$ cat config.mk
export PLATFORM = sky130hd
export DESIGN_NAME = txd_ring_walker
export DESIGN_NICKNAME = d
export VERILOG_FILES = /design/src/rtl/tdr_pkg.sv /design/src/rtl/tdr_lane_sel.sv /design/src/rtl/tdr_next_idx.sv /design/src/rtl/txd_ring_walker.sv
export SDC_FILE = /design/constraint.sdc
export NUM_CORES = 1
export LEC_CHECK = 0
export CORE_AREA = 10 10 111 123
export CTS_BUF_LIST = sky130_fd_sc_hd__clkbuf_4
export CTS_CLUSTER_SIZE = 10
export DETAILED_ROUTE_END_ITERATION = 16
export DIE_AREA = 0 0 121 133
export PLACE_DENSITY = 0.81
export SETUP_SLACK_MARGIN = 0.15
export SYNTH_ARGS = -nofsm -noshare
export SYNTH_HDL_FRONTEND = slang
export SYNTH_SLANG_ARGS = --single-unit
$ cat constraint.sdc
create_clock -name clk -period 4.9 [get_ports clk]
set_clock_uncertainty 0.15 [all_clocks]
set_input_delay 0.735 -clock clk [delete_from_list [all_inputs] [get_ports clk]]
set_output_delay 0.735 -clock clk [all_outputs]
set_load 0.01 [all_outputs]
$ cat src/rtl/tdr_pkg.sv
package tdr_pkg;
    typedef enum logic [2:0] {
        ST_POLL  = 3'd0,
        ST_STAT  = 3'd1,
        ST_PTR   = 3'd2,
        ST_XFER  = 3'd3,
        ST_WBACK = 3'd4
    } tdr_state_e;

    localparam int BIT_READY = 15;
    localparam int BIT_IRQ   = 14;
    localparam int BIT_WRAP  = 13;
    localparam int BIT_CTRL  = 9;
    localparam int LEN_LSB   = 16;
    localparam int LEN_W     = 16;
endpackage

$ cat src/rtl/tdr_lane_sel.sv
module tdr_lane_sel (
    input  logic [1:0] off,
    input  logic       first,
    output logic [3:0] sel,
    output logic [2:0] adv
);
    always_comb begin
        if (first) begin
            sel = 4'hf >> off;
            adv = 3'd4 - {1'b0, off};
        end else begin
            sel = 4'hf;
            adv = 3'd4;
        end
    end
endmodule

$ cat src/rtl/tdr_next_idx.sv
module tdr_next_idx #(
    parameter int IDX_W = 7
) (
    input  logic [IDX_W-1:0] cur,
    input  logic             wrap,
    output logic [IDX_W-1:0] nxt
);
    assign nxt = wrap ? '0 : cur + 1'b1;
endmodule

$ cat src/rtl/txd_ring_walker.sv
module txd_ring_walker
    import tdr_pkg::*;
#(
    parameter int DSC_AW = 10
) (
    input  logic              clk,
    input  logic              rst_n,
    output logic              dsc_req,
    output logic              dsc_we,
    output logic [DSC_AW-1:0] dsc_addr,
    output logic [31:0]       dsc_wdata,
    input  logic [31:0]       dsc_rdata,
    output logic              buf_rd,
    output logic [31:0]       buf_addr,
    output logic [3:0]        buf_sel,
    output logic              frm_ctrl,
    output logic              irq
);
    localparam int IDX_W = DSC_AW - 3;

    typedef struct packed {
        tdr_state_e         st;
        logic [IDX_W-1:0]   idx;
        logic [31:0]        stat;
        logic [29:0]        word;
        logic [LEN_W-1:0]   remain;
        logic               first;
        logic [1:0]         off;
    } regs_t;

    regs_t r_q, r_d;

    logic [3:0]       lane_sel;
    logic [2:0]       lane_adv;
    logic [IDX_W-1:0] idx_nxt;

    tdr_lane_sel u_lane (
        .off   (r_q.off),
        .first (r_q.first),
        .sel   (lane_sel),
        .adv   (lane_adv)
    );

    tdr_next_idx #(.IDX_W(IDX_W)) u_step (
        .cur  (r_q.idx),
        .wrap (r_q.stat[BIT_WRAP]),
        .nxt  (idx_nxt)
    );

    always_comb begin
        r_d       = r_q;
        dsc_req   = 1'b0;
        dsc_we    = 1'b0;
        dsc_addr  = {r_q.idx, 3'b000};
        dsc_wdata = r_q.stat;
        buf_rd    = 1'b0;
        buf_addr  = {r_q.word, 2'b00};
        buf_sel   = lane_sel;
        frm_ctrl  = r_q.stat[BIT_CTRL];
        irq       = 1'b0;
        case (r_q.st)
            ST_POLL: begin
                dsc_req = 1'b1;
                r_d.st  = ST_STAT;
            end
            ST_STAT: begin
                r_d.stat = dsc_rdata;
                if (dsc_rdata[BIT_READY]) begin
                    dsc_req  = 1'b1;
                    dsc_addr = {r_q.idx, 3'b100};
                    r_d.st   = ST_PTR;
                end else begin
                    r_d.st   = ST_POLL;
                end
            end
            ST_PTR: begin
                r_d.word   = dsc_rdata[31:2];
                r_d.off    = dsc_rdata[1:0];
                r_d.first  = 1'b1;
                r_d.remain = r_q.stat[LEN_LSB +: LEN_W];
                r_d.st     = (r_q.stat[LEN_LSB +: LEN_W] == '0) ? ST_WBACK : ST_XFER;
            end
            ST_XFER: begin
                buf_rd    = 1'b1;
                r_d.first = 1'b0;
                r_d.word  = r_q.word + 30'd1;
                if (r_q.remain <= {{(LEN_W-3){1'b0}}, lane_adv}) begin
                    r_d.remain = '0;
                    r_d.st     = ST_WBACK;
                end else begin
                    r_d.remain = r_q.remain - {{(LEN_W-3){1'b0}}, lane_adv};
                end
            end
            ST_WBACK: begin
                dsc_req   = 1'b1;
                dsc_we    = 1'b1;
                dsc_wdata = r_q.stat & ~(32'd1 << BIT_READY);
                irq       = r_q.stat[BIT_IRQ];
                r_d.idx   = idx_nxt;
                r_d.st    = ST_POLL;
            end
            default: r_d.st = ST_POLL;
        endcase
    end

    always_ff @(posedge clk) begin
        if (!rst_n) begin
            r_q <= '0;
        end else begin
            r_q <= r_d;
        end
    end

    // reads after the first are full-word and one word apart
    p_full_lanes_r5: assert property (@(posedge clk) disable iff (!rst_n)
        buf_rd && $past(buf_rd) |-> buf_sel == 4'hf);
    p_addr_step_r5: assert property (@(posedge clk) disable iff (!rst_n)
        buf_rd && $past(buf_rd) |-> buf_addr == $past(buf_addr) + 32'd4);
    // a write-back never leaves ready set
    p_wb_clear_r6: assert property (@(posedge clk) disable iff (!rst_n)
        dsc_req && dsc_we |-> !dsc_wdata[BIT_READY]);
    // interrupt only alongside a write-back, and never two cycles running
    p_irq_wb_r7: assert property (@(posedge clk) disable iff (!rst_n)
        irq |-> dsc_req && dsc_we);
    p_irq_pulse_r7: assert property (@(posedge clk) disable iff (!rst_n)
        irq |=> !irq);
    // not-ready status returns to polling the same index
    p_stall_r8: assert property (@(posedge clk) disable iff (!rst_n)
        (r_q.st == ST_STAT && !dsc_rdata[BIT_READY]) |=> (r_q.st == ST_POLL && $stable(r_q.idx)));
    // buffer reads never overlap descriptor traffic
    p_no_overlap_r8: assert property (@(posedge clk) disable iff (!rst_n)
        buf_rd |-> !dsc_req);
endmodule

After elaboration in Yosys (flattened, before gate mapping)
Cells that the tools add are included.

operators by class
  bitwise logic cells = 0
  order comparisons = 1
  add/subtract/negate cells = 4
  multipliers = 0
  reduce and logical (&&, ||, !) cells = 4
  equal/unequal tests = 5
  shift operators = 1
  muxes and demuxes = 17
  div/mod/pow operators = 0

operators by type and width
  operator               count
  $pmux 47 s2            1
  $mux 16                2
  $add 30x1->30 const B  1
  $le 16x3->1            1
  $logic_not 16->1       1
  $sub 16x3->16          1
  $mux 3                 5
  $pmux 3 s4             1
  $add 7x1->7 const B    1
  $mux 7                 1
  $eq 3x2->1 const B     2
  $mux 1                 4
  $mux 4                 1
  $shr 4x2->4 const A    1
  $eq 3x1->1 const B     1
  $eq 3x3->1 const B     1
  $logic_not 3->1        1
  $sub 3x2->3 const A    1
  $mux 2                 1
  $ne 2x2->1 const B     1
  $pmux 1 s2             1
  $reduce_bool 2->1      1
  $reduce_or 2->1        1

storage, ports and cells
  bits of input ports = 34
  RAM bits = 0
  bits in registers = 91
  logic and storage cells = 39
  memory bits (read-only) = 0
  output and inout port bits = 83
  memories = 0
  latch bits = 0

Longest topological paths before layout
  word-level depth = 5
  mapped depth = 11
  gate-level depth less buffers = 10

By module
From an unflattened synthesis, not the netlist that was laid out.

second synthesis, totals
  cell total of the unflattened synthesis = 707
  area, all modules = 5351.4 sq um

by module, submodules not included
  module           sequential area each (sq um)  area each (sq um)  cells each  instances
  txd_ring_walker  1821.7                        5143.7             673         1
  tdr_next_idx     0.0                           130.1              22          1
  tdr_lane_sel     0.0                           77.6               12          1

Worst setup path after synthesis
OpenSTA, ideal clock, no wires.

  kind = reg-to-reg
  start = reg r_q[0] (netlist name)
  end = reg r_q[18] (netlist name)
  setup time = 0.092 ns
  slack = 2.307 ns
  stages on the path, launching flop included = 12
  data required time = 4.658 ns
  clock period less this slack = 2.593 ns
  data arrival time = 2.351 ns
  buffers on the path = 1
  cell sequence = dfxtp_1 > inv_1 > ha_1 > nand2_1 > inv_1 > fa_1 > nor2b_1 > o22ai_1 > a31oi_2 > buf_2 > nor2_1 > o32ai_1

on the way
  cells in the longest elaborated chain, start to end = 5
  elaborated cells on any way between the ends = 6
  those cells by class = add/sub (2); order compare (1); mux (3)

RTL lines
  element                                       line                                          text
  from (decl)                                   txd_ring_walker.sv:31                         regs_t r_q, r_d;
  from (signal assigned)                        txd_ring_walker.sv:110                        r_q <= r_d;
  $sub 3x2->3 *                                 tdr_lane_sel.sv:10                            adv = 3'd4 - {1'b0, off};
  $mux 3 *                                      tdr_lane_sel.sv:8                             if (first) begin
  $sub 16x3->16 or $le 16x3->1 (tied branches)  txd_ring_walker.sv:91, txd_ring_walker.sv:87
  $mux 16 *                                     txd_ring_walker.sv:87                         if (r_q.remain <= {{(LEN_W-3){1'b0}}, lane_adv}) begin
  $pmux 47 s2 *                                 txd_ring_walker.sv:61                         case (r_q.st)

Mark *: on every way between the ends. The rest lies on a longest branch, timed or not.
A chain may end at the register's enable or synchronous reset.

Final worst setup path
  start = reg r_q[88] (netlist name)
  end = out buf_rd

on the way
  cells in the longest elaborated chain, start to end = 2

RTL lines
  element     line                   text
  $eq 3x2->1  txd_ring_walker.sv:61
  $mux 1      txd_ring_walker.sv:61
  to (decl)   txd_ring_walker.sv:13  output logic buf_rd,

Every way passes these cells.

==> results by group <==
Floorplanning
  – I/O Pins: 117
  – Die X-Extent: 121 um
  – Starting density of the core: 46.63%
  – Core area: 11230 um^2
  – Std cell rows: 41
  – Die Height: 133 um
  – Die area: 16090 um^2

Drt
  – Highest routed layer: met4
  – Wire length per cell: 18.33 um
  – Vias: 5134
  – DR WL met3: 1268 um
  – Drt initial violations: 555
  – Wire length on met2: 7534 um
  – Final wirelength: 15770 um
  – Vias per inst: 5.970
  – DRC: 0
  – Antenna viol nets, final: 0
  – Met1 wire length: 6377 um
  – Drt pass-1 iters: 5

Clocking
  – Clk slew on worst S/H paths: 0.15 ns
  – Worst-skew pair later-pin latency: 0.46 ns
  – # Post-CTS Setup Buffers: 0
  – Max Root-Sink Buffers: 2
  – CTS resizes: 0
  – Total CTS buffers: 9
  – Root Buffer: clkbuf_4
  – Htree depth: 3
  – CTS Hold Bufs: 0
  – Clk sinks: 91
  – CTS tree: built

Synth
  – Ys async rst share: 0%
  – Cell Area, Synth: 5239 um^2
  – Syn Area/Cell: 7.648 um^2
  – Ys flop type: dfxtp_1
  – Mapped Cells: 685
  – Flops & latches, synth: 91
  – Post-synth top area share: 34.77%
  – Yosys cell types: 66
  – Area contributors post-synth: dfxtp_1 (35%), buf_4 (10%), nand2_1 (7.9%), a21oi_1 (6.8%), o21ai_0 (3.3%)
  – Cell taking the most area after synthesis: dfxtp_1
  – Synth warn: 0
  – Register area share after synthesis: 34.77%
  – Post-synth EDFFs: 0

Worst hold path
  – Min-delay src: r_q[54]
  – Hold Crit Class: flip-flop to flip-flop
  – WHS Path Cells: 2
  – WHS Endpoint: r_q[54]

Timing
  – Relative slew slack: 26.75%
  – Unrepaired setup endpoints after global routing: false
  – Minimum clock period: 3.593 ns
  – Fmax: 0.2783 GHz
  – Total negative setup slack: 0 ns
  – Crit share post-route: 73.33%
  – Final WS setup: 1.307 ns
  – Min Hold Slack: 0.3167 ns
  – Slew Viols, Final: 0
  – Slew @ Worst Pin: 1.099 ns
  – Setup violations, final: 0
  – Final Hold Vio Count: 0

Worst setup path
  – CP top delay family: flip-flops
  – CP Data Arrival Time: 2.71 ns
  – WP data required: 4.01 ns
  – Crit Reg-Reg Endpoint: r_q[4]
  – Crit start category: flip-flop
  – Critical-path cell list: nand2_1 > or2_2 > inv_1 > clkdlybuf4s50_1
  – Max Fanout on Critical Path: 57
  – Crit end category: output port
  – CP max stage delay: 1.06 ns
  – Worst R2R Setup Slack: 1.74 ns
  – Critical R2R Launch: r_q[0]
  – Crit path buffers/inverters: 2
  – Path depth of the worst reg2reg path: 10
  – Kind of critical path: flip-flop to output port
  – CP max stage cell: dfxtp_2

Layout
  – Commonest non-fill, non-tap cell in the layout: clkdlybuf4s50_1
  – Share of layout cells above drive strength 1: 6.347%
  – Area growth syn-to-layout: 15.91%
  – Final Util: 54.05%
  – Most frequent cells in the layout: clkdlybuf4s50_1 (111), nand2_1 (110), dfxtp_1 (90)
  – Nets@finish: 747

Outcome
  – Status: finished, final reports clean

Power and ir drop
  – Pwr Total: 1.810 mW
  – Leak pwr: 2.157 nW
  – Pwr Density: 298.0 nW/um^2
  – Maximum vdd drop: 0.1154 mV

Placed design
  – HPWL after detailed placement: 11190 um
  – Number of port buffers: 111
  – Routability cong.: 0.8335
  – Pre-CTS setup slack: 1.764 ns

Global route
  – First-pass GRT wire length: 24610 um
  – Number of global-route vias before repair: 4829
  – Gr usage total: 18.59%
  – Largest net degree at the start of global routing: 58
  – Initial antenna violation count: 1
  – GRT overflow: 0

Job
  – Max-cap violations: 0
==> worst max path at each step <==
stage,cells past startpoint,endpoint,start
2_1_floorplan,11,r_q[18],r_q[0]
3_3_place_gp,5,buf_addr[17],rst_n
3_5_place_dp,5,buf_addr[17],rst_n
4_1_cts,4,buf_rd,r_q[88]
5_1_grt,4,buf_rd,r_q[88]
6_report,4,buf_rd,r_q[88]
==> state kept, by name, summed over array words and instances, names as in the netlist <==
signal    cells
buf_addr     30
r_q          60
frm_ctrl      1
==> metrics by stage <==
stage               instance area [um^2]  instances
floorplan                           5250        688
global placement                    5917        844
detailed placement                  5917        844
CTS                                 6070        859
global route                        6072        860
finish                              6072        860
==> tightest hold or removal path: cells and delay by family, from the launching register on <==
kind	cells	cell delay (ns)
and+or+nand+nor	1	0.05
AOI/OAI and AO/OA	1	0.05
DFF	1	0.33
==> synth_stat cells, drive strengths merged (15+ instances only) <==
| library cell | count |
|---|---|
| nor3 | 18 |
| clkbuf | 32 |
| inv | 15 |
| and3 | 17 |
| nor2 | 39 |
| nand4 | 15 |
| a21oi | 71 |
| buf | 80 |
| o21ai | 37 |
| dfxtp | 91 |
| nand3 | 21 |
| nand2 | 110 |
==> layout make-up <==
type                    count  area, um^2
multi-input cells         469        2683
clock buffers              10       75.07
inverters                  16       60.06
fillers                  1023        5162
clock inverters             5       77.57
well taps                 150       187.7
flip-flops and latches     91        1823
repair buffers            118        1164
diodes                      1       2.502
==> routing by layer <==
layer	vias to the layer above	global-route usage (%)
met5	-	0
li1	2409	-
met4	0	10.27
met2	288	30.21
met1	2394	22.16
met3	43	3.915
==> cell families (layout without fill, tap and decap cells) <==
kind of cell	after synthesis	count (layout)	synth area share, %
AND/OR/NAND/NOR	267	267	24.93
other	2	6	0.1434
XOR/XNOR	13	13	2.173
flip-flops	91	91	34.77
buffers and inverters	128	149	14.47
multiplexers	5	5	0.9792
adder cells (fa/ha/maj)	8	8	2.054
AO/OA/AOI/OAI	171	171	20.47
==> report_power, final <==
part | internal (mW) | leakage (nW) | switching [mW]
combinational | 0.210 | 1.33 | 0.249
sequential | 0.794 | 0.741 | 0.0793
clock | 0.210 | 0.0843 | 0.267
total | 1.21 | 2.16 | 0.596
(Power assumes the default switching activity.)
